**config.mk**
```make
export PLATFORM = sky130hd
export DESIGN_NAME = wp_cmd_detect
export DESIGN_NICKNAME = d
export VERILOG_FILES = /design/src/rtl/wpc_pkg.sv /design/src/rtl/wpc_key_match.sv /design/src/rtl/wpc_seq_track.sv /design/src/rtl/wpc_lock_store.sv /design/src/rtl/wp_cmd_detect.sv
export SDC_FILE = /design/constraint.sdc
export NUM_CORES = 1
export LEC_CHECK = 0
export CORE_UTILIZATION = 35
export DETAILED_ROUTE_END_ITERATION = 10
export PLACE_DENSITY_LB_ADDON = 0.3
export REMOVE_ABC_BUFFERS = 1
export SKIP_LAST_GASP = 1
export SYNTH_ARGS = -nofsm -noshare
export SYNTH_HDL_FRONTEND = slang
export SYNTH_SLANG_ARGS = --single-unit
export TNS_END_PERCENT = 10
```
**constraint.sdc**
```tcl
create_clock -name clk -period 3.9 [get_ports clk]
set_clock_uncertainty 0.05 [all_clocks]
set_input_delay 0.78 -clock clk [delete_from_list [all_inputs] [get_ports clk]]
set_output_delay 0.78 -clock clk [all_outputs]
set_load 0.02 [all_outputs]
```
**src/rtl/wpc_pkg.sv**
```systemverilog
package wpc_pkg;

    localparam int KEY_AW     = 15;
    localparam int KEY_DW     = 8;
    localparam int UNLOCK_LEN = 6;
    localparam int LOCK_FORK  = 2;   // lock key departs from unlock key at this step
    localparam int STEP_W     = $clog2(UNLOCK_LEN);

    typedef struct packed {
        logic [KEY_AW-1:0] addr;
        logic [KEY_DW-1:0] data;
    } key_t;

    typedef struct packed {
        logic hit_unlock;
        logic hit_lock;
    } match_t;

    typedef enum logic [1:0] {
        SQ_HUNT,
        SQ_GOT_LOCK,
        SQ_GOT_UNLOCK,
        SQ_PLAIN
    } sq_t;

    typedef enum logic [1:0] {
        CHG_NONE,
        CHG_LOCK,
        CHG_UNLOCK
    } chg_t;

    function automatic key_t unlock_key(input int idx);
        key_t k;
        case (idx)
            0, 3:    k = '{addr: 15'h5555, data: 8'hAA};
            1, 4:    k = '{addr: 15'h2AAA, data: 8'h55};
            2:       k = '{addr: 15'h5555, data: 8'h80};
            default: k = '{addr: 15'h5555, data: 8'h20};
        endcase
        return k;
    endfunction

    function automatic key_t lock_final();
        return '{addr: 15'h5555, data: 8'hA0};
    endfunction

endpackage

```
**src/rtl/wpc_key_match.sv**
```systemverilog
module wpc_key_match
    import wpc_pkg::*;
#(
    parameter int ADDR_W = KEY_AW,
    parameter int DATA_W = KEY_DW
) (
    input  logic [STEP_W-1:0] step,
    input  logic [ADDR_W-1:0] addr,
    input  logic [DATA_W-1:0] data,
    output match_t            hit
);
    localparam int PAD = (2 ** STEP_W) - UNLOCK_LEN;
    localparam key_t LK = lock_final();

    logic [UNLOCK_LEN-1:0]  step_hit;
    logic [2**STEP_W-1:0]   hit_pad;

    for (genvar i = 0; i < UNLOCK_LEN; i++) begin : g_step
        localparam key_t K = unlock_key(i);
        assign step_hit[i] = (addr == ADDR_W'(K.addr)) && (data == DATA_W'(K.data));
    end

    if (PAD > 0) begin : g_pad
        assign hit_pad = {{PAD{1'b0}}, step_hit};
    end else begin : g_nopad
        assign hit_pad = step_hit;
    end

    always_comb begin
        hit.hit_unlock = hit_pad[step];
        hit.hit_lock   = (step == STEP_W'(LOCK_FORK))
                       && (addr == ADDR_W'(LK.addr))
                       && (data == DATA_W'(LK.data));
    end
endmodule

```
**src/rtl/wpc_seq_track.sv**
```systemverilog
module wpc_seq_track
    import wpc_pkg::*;
(
    input  logic              clk,
    input  logic              rst,
    input  logic              ld_stb,
    input  logic              ld_close,
    input  match_t            hit,
    output logic [STEP_W-1:0] step,
    output logic              byte_cmd,
    output logic [STEP_W-1:0] rewind_cnt,
    output chg_t              close_chg
);
    sq_t               st_q, st_d;
    logic [STEP_W-1:0] step_q, step_d;

    assign step = step_q;

    always_comb begin
        st_d       = st_q;
        step_d     = step_q;
        byte_cmd   = 1'b0;
        rewind_cnt = '0;
        close_chg  = CHG_NONE;
        if (ld_close) begin
            if (st_q == SQ_HUNT) rewind_cnt = step_q;
            if (st_q == SQ_GOT_LOCK)   close_chg = CHG_LOCK;
            if (st_q == SQ_GOT_UNLOCK) close_chg = CHG_UNLOCK;
            st_d   = SQ_HUNT;
            step_d = '0;
        end else if (ld_stb && st_q == SQ_HUNT) begin
            if (hit.hit_lock) begin
                byte_cmd = 1'b1;
                st_d     = SQ_GOT_LOCK;
                step_d   = '0;
            end else if (hit.hit_unlock) begin
                byte_cmd = 1'b1;
                if (step_q == STEP_W'(UNLOCK_LEN - 1)) begin
                    st_d   = SQ_GOT_UNLOCK;
                    step_d = '0;
                end else begin
                    step_d = step_q + 1'b1;
                end
            end else begin
                rewind_cnt = step_q;
                st_d       = SQ_PLAIN;
                step_d     = '0;
            end
        end
    end

    always_ff @(posedge clk) begin
        if (rst) begin
            st_q   <= SQ_HUNT;
            step_q <= '0;
        end else begin
            st_q   <= st_d;
            step_q <= step_d;
        end
    end
endmodule

```
**src/rtl/wpc_lock_store.sv**
```systemverilog
module wpc_lock_store
    import wpc_pkg::*;
(
    input  logic clk,
    input  logic rst,
    input  logic factory_init,
    input  logic ld_close,
    input  chg_t close_chg,
    input  logic prog_done,
    output logic lock_q
);
    chg_t pend_q;

    always_ff @(posedge clk) begin
        if (factory_init) begin
            lock_q <= 1'b0;
            pend_q <= CHG_NONE;
        end else begin
            if (rst)            pend_q <= CHG_NONE;
            else if (ld_close)  pend_q <= close_chg;
            else if (prog_done) pend_q <= CHG_NONE;

            if (!rst && prog_done) begin
                if (pend_q == CHG_LOCK)   lock_q <= 1'b1;
                if (pend_q == CHG_UNLOCK) lock_q <= 1'b0;
            end
        end
    end
endmodule

```
**src/rtl/wp_cmd_detect.sv**
```systemverilog
module wp_cmd_detect
    import wpc_pkg::*;
#(
    parameter int ADDR_W = KEY_AW,
    parameter int DATA_W = KEY_DW
) (
    input  logic              clk,
    input  logic              rst,
    input  logic              factory_init,
    input  logic              ld_stb,
    input  logic [ADDR_W-1:0] ld_addr,
    input  logic [DATA_W-1:0] ld_data,
    input  logic              ld_close,
    input  logic              prog_done,
    output logic              byte_cmd,
    output logic [STEP_W-1:0] rewind_cnt,
    output logic              commit_ok,
    output logic              lock_state
);
    match_t            hit;
    logic [STEP_W-1:0] step;
    chg_t              close_chg;

    wpc_key_match #(.ADDR_W(ADDR_W), .DATA_W(DATA_W)) u_match (
        .step (step),
        .addr (ld_addr),
        .data (ld_data),
        .hit  (hit)
    );

    wpc_seq_track u_track (
        .clk        (clk),
        .rst        (rst),
        .ld_stb     (ld_stb),
        .ld_close   (ld_close),
        .hit        (hit),
        .step       (step),
        .byte_cmd   (byte_cmd),
        .rewind_cnt (rewind_cnt),
        .close_chg  (close_chg)
    );

    wpc_lock_store u_store (
        .clk          (clk),
        .rst          (rst),
        .factory_init (factory_init),
        .ld_close     (ld_close),
        .close_chg    (close_chg),
        .prog_done    (prog_done),
        .lock_q       (lock_state)
    );

    assign commit_ok = ld_close && (!lock_state || close_chg != CHG_NONE);
endmodule

```
# == Yosys cells after proc, flatten, opt, wreduce, memory -nomap -nowiden ==
# Index checks and enable logic that the tools add are counted.
# word_totals
ff_bits,8
input_bits,29
# op_classes
add_sub_neg,1
magnitude_cmp,1
eq_ne,14
mux,24
reduce_logical,20
# op_table
cell,count
== test 8 bit (second input constant),3
2-to-1 mux 3 bit,8
== test 15 x 14 -> 1 bit (second input constant),1
== test 15 bit (second input constant),1
2-to-1 mux 2 bit,7
logical AND 1 bit,9
== test 8 x 6 -> 1 bit (second input constant),1
== test 8 x 7 -> 1 bit (second input constant),1
2-to-1 mux 1 bit,8
nonzero test 2 bit,3
== test 2 x 1 -> 1 bit (second input constant),2
== test 2 bit (second input constant),2
< comparator 3 x 4 -> 1 bit (second input constant),1
AND reduction 2 bit,2
OR reduction 2 bit,2
adder 3 x 1 -> 3 bit (second input constant),1
binary-select mux 1 bit (select 3 bit),1
== test 3 x 2 -> 1 bit (second input constant),1
== test 3 bit (second input constant),1
!= test 3 x 2 -> 1 bit (second input constant),1
zero test 1 bit,2
zero test 2 bit,1
logical OR 1 bit,1

# == Logic depth before layout (Yosys ltp) ==
# Gate-level depths: netlist (run 1).
# logic_depth
ltp_word,8
depth_mapped,6

# == Cells and area by module ==
# From an unflattened synthesis (run 1), not the netlist that was laid out.
# hier_totals
hier_cells,93
area_unflattened_um2,759.5
# by_module_without_submodules
module,n_inst,cells_per_inst,area_per_inst_um2,seq_area_each_um2
wpc_seq_track,1,38,315.3,100.1
wpc_key_match,1,38,287.8,0.0
wpc_lock_store,1,15,145.1,60.1
wp_cmd_detect,1,2,11.3,0.0

# == Least setup slack after synthesis (run 1) ==
# Ideal clock, no wire load.
# synth_path
path_kind,input to output
start,in ld_data[1]
end,out byte_cmd
arrival_time_ns,2.739
required_ns,3.070
path_slack_ns,0.331
path_stages,5
n_path_buf,0
cell_sequence,or3_1 > or4_4 > o41a_1 > and2_4 > o41ai_2
# synth_via
elab_chain_cells,8
elab_cells_between_ends,16
cone_classes,eq/ne: 5; mux: 6; reduce/logical: 5
# synth_rtl
item,line,text
from (decl),wp_cmd_detect.sv:12,"input logic [DATA_W-1:0] ld_data,"
== test 8 bit (tied with other cells),wpc_key_match.sv:20,assign step_hit[i] = (addr == ADDR_W'(K.addr)) && (data == DATA_W'(K.data));
logical AND 1 bit,wpc_key_match.sv:20,
binary-select mux 1 bit (select 3 bit),wpc_key_match.sv:30,hit.hit_unlock = hit_pad[step];
2-to-1 mux 1 bit (not written as such),wpc_key_match.sv:30,
2-to-1 mux 1 bit,wpc_seq_track.sv:36,end else if (hit.hit_unlock) begin
2-to-1 mux 1 bit (*),wpc_seq_track.sv:32,if (hit.hit_lock) begin
2-to-1 mux 1 bit (*),wpc_seq_track.sv:31,end else if (ld_stb && st_q == SQ_HUNT) begin
2-to-1 mux 1 bit (*),wpc_seq_track.sv:25,if (ld_close) begin
to (decl),wp_cmd_detect.sv:15,"output logic byte_cmd,"
# Mark *: on every way between the ends. The rest lies on a longest branch, timed or not. The select of a mux whose other input is x is not followed.

# == Worst setup path after layout (run 1) ==
# layout_path
start,in ld_addr[12]
end,out byte_cmd
# layout_via
elab_chain_cells,8
elab_cells_between_ends,14
cone_classes,eq/ne: 2; mux: 6; reduce/logical: 6
# layout_rtl
item,line,text
from (decl),wp_cmd_detect.sv:11,"input logic [ADDR_W-1:0] ld_addr,"
== test 15 bit / == test 15 x 14 -> 1 bit (equally long branches),"wpc_key_match.sv:20, wpc_key_match.sv:32",
logical AND 1 bit,wpc_key_match.sv:20,
binary-select mux 1 bit (select 3 bit),wpc_key_match.sv:30,
2-to-1 mux 1 bit (not written as such),wpc_key_match.sv:30,
2-to-1 mux 1 bit,wpc_seq_track.sv:36,
2-to-1 mux 1 bit (*),wpc_seq_track.sv:32,
2-to-1 mux 1 bit (*),wpc_seq_track.sv:31,
2-to-1 mux 1 bit (*),wpc_seq_track.sv:25,
# Marked as above.

==> results of run 1 <==
==> worst max-delay path, stage by stage <==
cell             delay, ns
clkdlybuf4s15_1       0.18
or4bb_1               0.48
or4_4                 0.56
buf_6                 0.14
nor4b_4               0.26
nor3_2                0.11
o41ai_4               0.30
buf_4                 0.19
==> state kept, by name, indices dropped and copies added, names as in the netlist <==
name,cells
u_store.lock_q,1
u_store.pend_q,2
u_track.st_q,2
u_track.step,3
==> placed cells by master (no fill, tap or decap), types with 3 or more instances in the layout <==
| master | n |
|---|---|
| clkdlybuf4s50_1 | 23 |
| buf_4 | 18 |
| a21oi_1 | 8 |
| dfxtp_1 | 8 |
| o21ai_0 | 6 |
| nor3_1 | 5 |
| inv_1 | 4 |
| nor2_1 | 4 |
| nand3_1 | 4 |
| dlygate4sd2_1 | 4 |
| nand4_1 | 3 |
| o31ai_1 | 3 |
| clkbuf_4 | 3 |
| buf_2 | 3 |
==> repair_timing <==
| action | 4_1_cts | 5_1_grt |
|---|---|---|
| setup buffers | 1 | 1 |
| setup endpoints to repair | 4 | 3 |
| gates resized for setup | 26 | 8 |
| pin swaps | 5 | 6 |
==> how the worst max path moves through the flow <==
stage,startpoint,end,slack (ns),cells after the start
5_1_grt,ld_addr[12],byte_cmd,0.02,8
6_report,ld_addr[12],byte_cmd,0.07,8
3_3_place_gp,ld_data[0],byte_cmd,-0.49,7
3_5_place_dp,ld_data[0],byte_cmd,-0.53,7
2_1_floorplan,ld_data[1],byte_cmd,0.33,5
4_1_cts,ld_addr[12],byte_cmd,0.02,7
==> power by group through the flow <==
stage                     registers [mW]  logic, mW  clock network, mW
after floorplan                   0.0865     0.0182                  0
after global placement            0.0868     0.0597                  0
after detailed placement          0.0867     0.0610                  0
after CTS                         0.0850     0.0592             0.0685
after global routing              0.0852     0.0652             0.0742
final                             0.0850     0.0602             0.0663
==> routing by layer <==
layer  routed length [um]  track usage, %  vias up
met4                   51            12.0        0
met2                 1090            38.1       25
li1                     -               -      465
met1                  950            27.4      405
met3                  103            6.15        5
met5                    0               0        -
==> stage by stage <==
stage,hold slack [ns],total power [mW]
final,0.475,0.212
after global routing,0.531,0.225
after CTS,0.473,0.213
after detailed placement,0.460,0.148
after global placement,0.466,0.146
after floorplan,0.457,0.105
==> kinds of logic after synthesis <==
family | count (synthesis) | share of synthesized area (%)
compound gates | 26 | 25.0
flops | 8 | 22.2
simple gates | 46 | 46.2
xor+xnor | 1 | 1.22
buf+inv | 5 | 3.65
fa+ha+maj | 1 | 1.74
==> final cells by class <==
| type | instances | area, sq um | share of cell area (%) |
|---|---|---|---|
| Clock buffer | 3 | 22.5 | 1.80 |
| Inverter | 4 | 15.0 | 1.20 |
| Multi-Input combinational cell | 74 | 566 | 45.3 |
| Sequential cell | 8 | 160 | 12.8 |
| Tap cell | 27 | 33.8 | 2.71 |
| Timing Repair Buffer | 52 | 452 | 36.2 |
==> results.ini, run 1 <==
[drt]
first_pass_iters=4
drtIter0Drc=17
wl_per_cell_um=13.1
routed_wl_um=2200
antenna_left=0
drcViolationCount=0
num_vias=900
drt-vias-per-instance=5.36

[logic_synthesis]
synth-seq-cells=8
yosysSeqAreaShare_pct=22.2
syn_area_sq_um=721
synthArstFlopShare_pct=0
syn_area_per_cell_sq_um=8.28
yosysTopAreaCell=dfxtp_1
synth_edf_count=0
synth.distinct_cells=41
netlist_top_cells_count=8 x a21oi_1, 8 x dfxtp_1, 6 x o21ai_0, 5 x nor3_1
netlist_instances=87
ys_warn_count=0
synth.area.top_cells=dfxtp_1 22%, a21oi_1 5.6%, o21ai_0 4.2%, nor3_1 3.5%, nand4bb_1 3.1%
synth_top_area_share_pct=22.2
synth_ff_type=dfxtp_1

[power_and_ir_drop]
pwr-share-clk_pct=31.3
swShare_pct=26.5
p_seq_share_pct=40.2
p_per_area_nw_per_um2=169
combinationalPowerShare_pct=28.5
switchingPower_mw=0.0560
ir_drop_v=0.000129
internal_power_mw=0.156
p_leak_nw=0.478

[timing]
rsz0062_at_grt=false
setup_tns_ns=0
drv_slew=0
setup_viol=0
setup_ws_ns=0.0690
final_hold_viol_count=0
fmax_mhz=261
timing.final.crit_share_pct=98.2
slew_headroom_pct=65.1
period_needed_ns=3.83
tightest_slew_ns=0.522

[cells_and_area]
fillers=180
layout.nets=173
finish.utilization_pct=64.3
drive_above_1_share_pct=26.2
fin_area_sq_um=1250
areaGrowthSynthToFinish_pct=73.3
stdcell_count=168
antenna_cells=0

[place]
pre_cts_slack_ns=-0.528
placed_cell_area_sq_um=1200
port_buffers=34
dpl.cell_count=163
gp_congestion=0.868
dp_hpwl_um=1760

[min_path]
worstHoldPathType=flip-flop to flip-flop
hold_end=u_store.lock_q
hold_path.startpoint=u_store.lock_q
hold_depth=2

[grt]
track_usage_pct=23.2
grt-ovfl-total=0
grt_max_degree=11
grt_pass1_wl_um=3480
first_global_vias=801
antenna_found_initial=0

[setup_path]
worstPathRequired_ns=3.07
arrival_ns=3.00
critPathCaptureType=output port
worstSetupStartpointType=input port
worstRegToRegCells=6
path_max_fanout=2
rrSetupSlack_ns=1.77
r2r_start=u_track.step[2]
critical_path_class=input port to output port
r2r_end=u_track.st_q[1]

[floorplan]
fp.dieH_um=47.4
die-width_um=47.4
coreArea_sq_um=1940
num_rows=16
io-pin-count=35
start_util_pct=37.1
fp.dieArea_sq_um=2240

[clock_network]
cts.path.max_buffers=2
htree_levels=1
root_buffer=clkbuf_4
cts_hold_buf=0
cts_tree=done
worstSkewPairLatency_ns=0.26
cts_buffers=3
cts.sinks=8
clkTransAtPathRegs_ns=0.05

[outcome]
status=finished, final reports clean

[job]
max-cap-violations=0

No activity file was read; power rests on OpenSTA's default activity.
==> inputs of run 2 (changes only) <==
--- a/config.mk
+++ b/config.mk
@@ -7,6 +7,7 @@
 export LEC_CHECK = 0
 export CORE_UTILIZATION = 35
 export DETAILED_ROUTE_END_ITERATION = 10
+export HOLD_SLACK_MARGIN = 0.15
 export PLACE_DENSITY_LB_ADDON = 0.3
 export REMOVE_ABC_BUFFERS = 1
 export SKIP_LAST_GASP = 1
==> results of run 2 <==
No change in the layout: final DEF, timing and power equal those of run 1.
==> inputs of run 3 (changes only) <==
--- a/config.mk
+++ b/config.mk
@@ -5,12 +5,14 @@
 export SDC_FILE = /design/constraint.sdc
 export NUM_CORES = 1
 export LEC_CHECK = 0
+export ABC_AREA = 1
 export CORE_UTILIZATION = 35
 export DETAILED_ROUTE_END_ITERATION = 10
 export HOLD_SLACK_MARGIN = 0.15
 export PLACE_DENSITY_LB_ADDON = 0.3
 export REMOVE_ABC_BUFFERS = 1
 export SKIP_LAST_GASP = 1
+export SLEW_MARGIN = 0
 export SYNTH_ARGS = -nofsm -noshare
 export SYNTH_HDL_FRONTEND = slang
 export SYNTH_SLANG_ARGS = --single-unit
==> run 3 against run 2 <==
Net effect: final cell count rose by 20%; highest routed layer unchanged; non-clock buffer count fell by 18; worst setup slack improved by 0.25 ns; largest power group unchanged; maximum frequency rose by 6.9%; core utilization fell by 6.3 points; cell area fell by 6.0%.
==> results.ini, run 3 <==
[drt]
antenna_left=0  ; unchanged
wl_per_cell_um=9.75  ; -25%
num_vias=959  ; +6.6%
routed_wl_um=1970  ; -10%
drtIter0Drc=15  ; -2
drt-vias-per-instance=4.75  ; -11%
first_pass_iters=4  ; unchanged
drcViolationCount=0  ; unchanged

[setup_path]
worstRegToRegCells=8  ; +2
path_max_fanout=5  ; +3
worstSetupStartpointType=input port
critical_path_class=input port to output port
critPathCaptureType=output port
arrival_ns=2.75  ; -0.25 ns
worstPathRequired_ns=3.07  ; about the same

[clock_network]
cts.path.max_buffers=2  ; unchanged
worstSkewPairLatency_ns=0.25  ; about the same
cts-resized-gates=0  ; -100%
cts_tree=done
root_buffer=clkbuf_4
cts.sinks=8  ; unchanged
cts_buffers=3  ; unchanged
cts_hold_buf=0  ; unchanged
htree_levels=1  ; unchanged
postCtsSetupRepairBufs=0  ; -1
clkTransAtPathRegs_ns=0.05  ; about the same

[grt]
grt-ovfl-total=0  ; unchanged
track_usage_pct=18.5  ; -4.7 points
grt_pass1_wl_um=3590  ; +3.2%
first_global_vias=944  ; +18%
grt_max_degree=8  ; -3
antenna_found_initial=0  ; unchanged

[timing]
tightest_slew_ns=0.261  ; -0.260 ns
rsz0062_at_grt=false
slew_headroom_pct=82.4  ; +17 points
fin_worst_hold_slack_ns=0.436  ; -0.0392 ns
timing.final.crit_share_pct=91.9  ; -6.3 points
period_needed_ns=3.58  ; -0.246 ns
setup_tns_ns=0  ; unchanged
fmax_mhz=279  ; +6.9%
drv_slew=0  ; unchanged
final_hold_viol_count=0  ; unchanged
setup_viol=0  ; unchanged

[logic_synthesis]
syn_area_per_cell_sq_um=5.63  ; -32%
synth_ff_type=dfxtp_1
synth_top_area_share_pct=20.6  ; -1.6 points
synth_edf_count=0  ; unchanged
synth.distinct_cells=24  ; -41%
synth_most_common_cell=nand2_1
ys_warn_count=0  ; unchanged
synth-seq-cells=8  ; unchanged
syn_area_sq_um=777  ; +7.8%
synth.area.top_cells=dfxtp_1 21%, nand2_1 16%, nor2_1 12%, inv_1 11%, a21oi_1 5.8%
yosysSeqAreaShare_pct=20.6  ; -1.6 points
yosysTopAreaCell=dfxtp_1
synthArstFlopShare_pct=0  ; unchanged
netlist_top_cells_count=33 x nand2_1, 25 x nor2_1, 23 x inv_1, 9 x a21oi_1
netlist_instances=138  ; +59%

[cells_and_area]
drive_above_1_share_pct=9.14  ; -17 points
final_common_cell=clkdlybuf4s50_1
layout.nets=207  ; +20%
fillers=196  ; +8.9%
antenna_cells=0  ; unchanged
fin_area_sq_um=1170  ; -6.0%
areaGrowthSynthToFinish_pct=51.0
final_cell_mix=34 x clkdlybuf4s50_1, 33 x nand2_1, 25 x nor2_1, 23 x inv_1, 9 x a21oi_1
largest_reg_flops=3  ; unchanged

[floorplan]
start_util_pct=38.4  ; +1.3 points
io-pin-count=35  ; unchanged
die-width_um=49.1  ; +3.7%
fp.dieArea_sq_um=2410  ; +7.5%
num_rows=16  ; unchanged
fp.dieH_um=49.1  ; +3.7%
coreArea_sq_um=2020  ; +4.1%

[place]
placed_cell_area_sq_um=1150  ; -4.4%
port_buffers=34  ; unchanged
dp_hpwl_um=1670  ; -4.8%
gp_congestion=0.796  ; -8.2%

[job]
max-cap-violations=0  ; unchanged

[power_and_ir_drop]
ir_drop_v=0.000228  ; +78%
p_leak_nw=0.487  ; +2.0%
p_total_mw=0.209  ; -1.0%
p_per_area_nw_per_um2=178  ; +5.3%

[outcome]
status=finished, final reports clean

[min_path]
worstHoldPathType=flip-flop to flip-flop
hold_depth=2  ; unchanged

[run 3: cell count changes after synthesis, moves of 3 or more]
cell,delta
inv_1,+19
inv_2,+3
nand2_1,+31
nand3_1,+4
nor2_1,+21
o21ai_0,-4
or3_1,-3
[run 3: power by group]
part           internal, mW  switching, mW  leakage (nW)
Sequential           0.0832        0.00142        0.0648
Combinational        0.0353         0.0260         0.409
Clock                0.0352         0.0282        0.0138
[run 3: cell families after synthesis]
| kind of cell | count (synthesis) | share of synthesized area, % |
|---|---|---|
| AO/OA/AOI/OAI | 16 | 11.9 |
| adder cells (fa/ha/maj) | 1 | 1.61 |
| AND/OR/NAND/NOR | 87 | 53.3 |
| buffers and inverters | 26 | 12.6 |
| flip-flops | 8 | 20.6 |
[run 3: per-stage QoR]
| stage | instances | worst slack (ns) | util (%) |
|---|---|---|---|
| after floorplan | 138 | 1.24 | - |
| after global placement | 199 | 0.345 | 56.9 |
| after detailed placement | 199 | 0.306 | 56.9 |
| after CTS | 202 | 0.316 | 58.0 |
| after global routing | 202 | 0.114 | 58.0 |
| final | 202 | 0.315 | 58.0 |
[run 3: path summary, 6_finish.rpt]
path / endpoint / start / slack, ns
hold / removal: u_store.pend_q[0] / u_store.pend_q[0] / 0.44
setup / recovery: rewind_cnt[1] / ld_data[6] / 0.32
setup reg to reg: u_track.st_q[1] / u_track.step[0] / 2.48
hold reg to reg: u_store.pend_q[0] / u_store.pend_q[0] / 0.44
[run 3: metal layers]
metal	track usage [%]	routed length, um	part of all wire, %
met4	5.88	10	0.51
met5	0	0	0
met1	19.8	820	42
met3	4.36	123	6.2
met2	34.9	1020	52
[run 3: critical path: stages]
cell	delay, ns
clkdlybuf4s50_1	0.50
inv_1	0.05
nand2_1	0.08
nor2_2	0.06
nand2_1	0.05
nand2_1	0.05
nand2_1	0.06
nand2_1	0.06
nand3_2	0.07
nand2_4	0.07
a21oi_1	0.13
nor2_1	0.07
nor2_1	0.11
clkdlybuf4s50_1	0.62
[run 3: area by class of cell]
type / instances / area [sq um] / share of cell area [%]
clock buffers: 3 / 22.5 / 1.92
inverters: 26 / 97.6 / 8.32
multi-input cells: 104 / 519 / 44.2
flip-flops and latches: 8 / 160 / 13.6
well taps: 27 / 33.8 / 2.88
repair buffers: 34 / 340 / 29.0
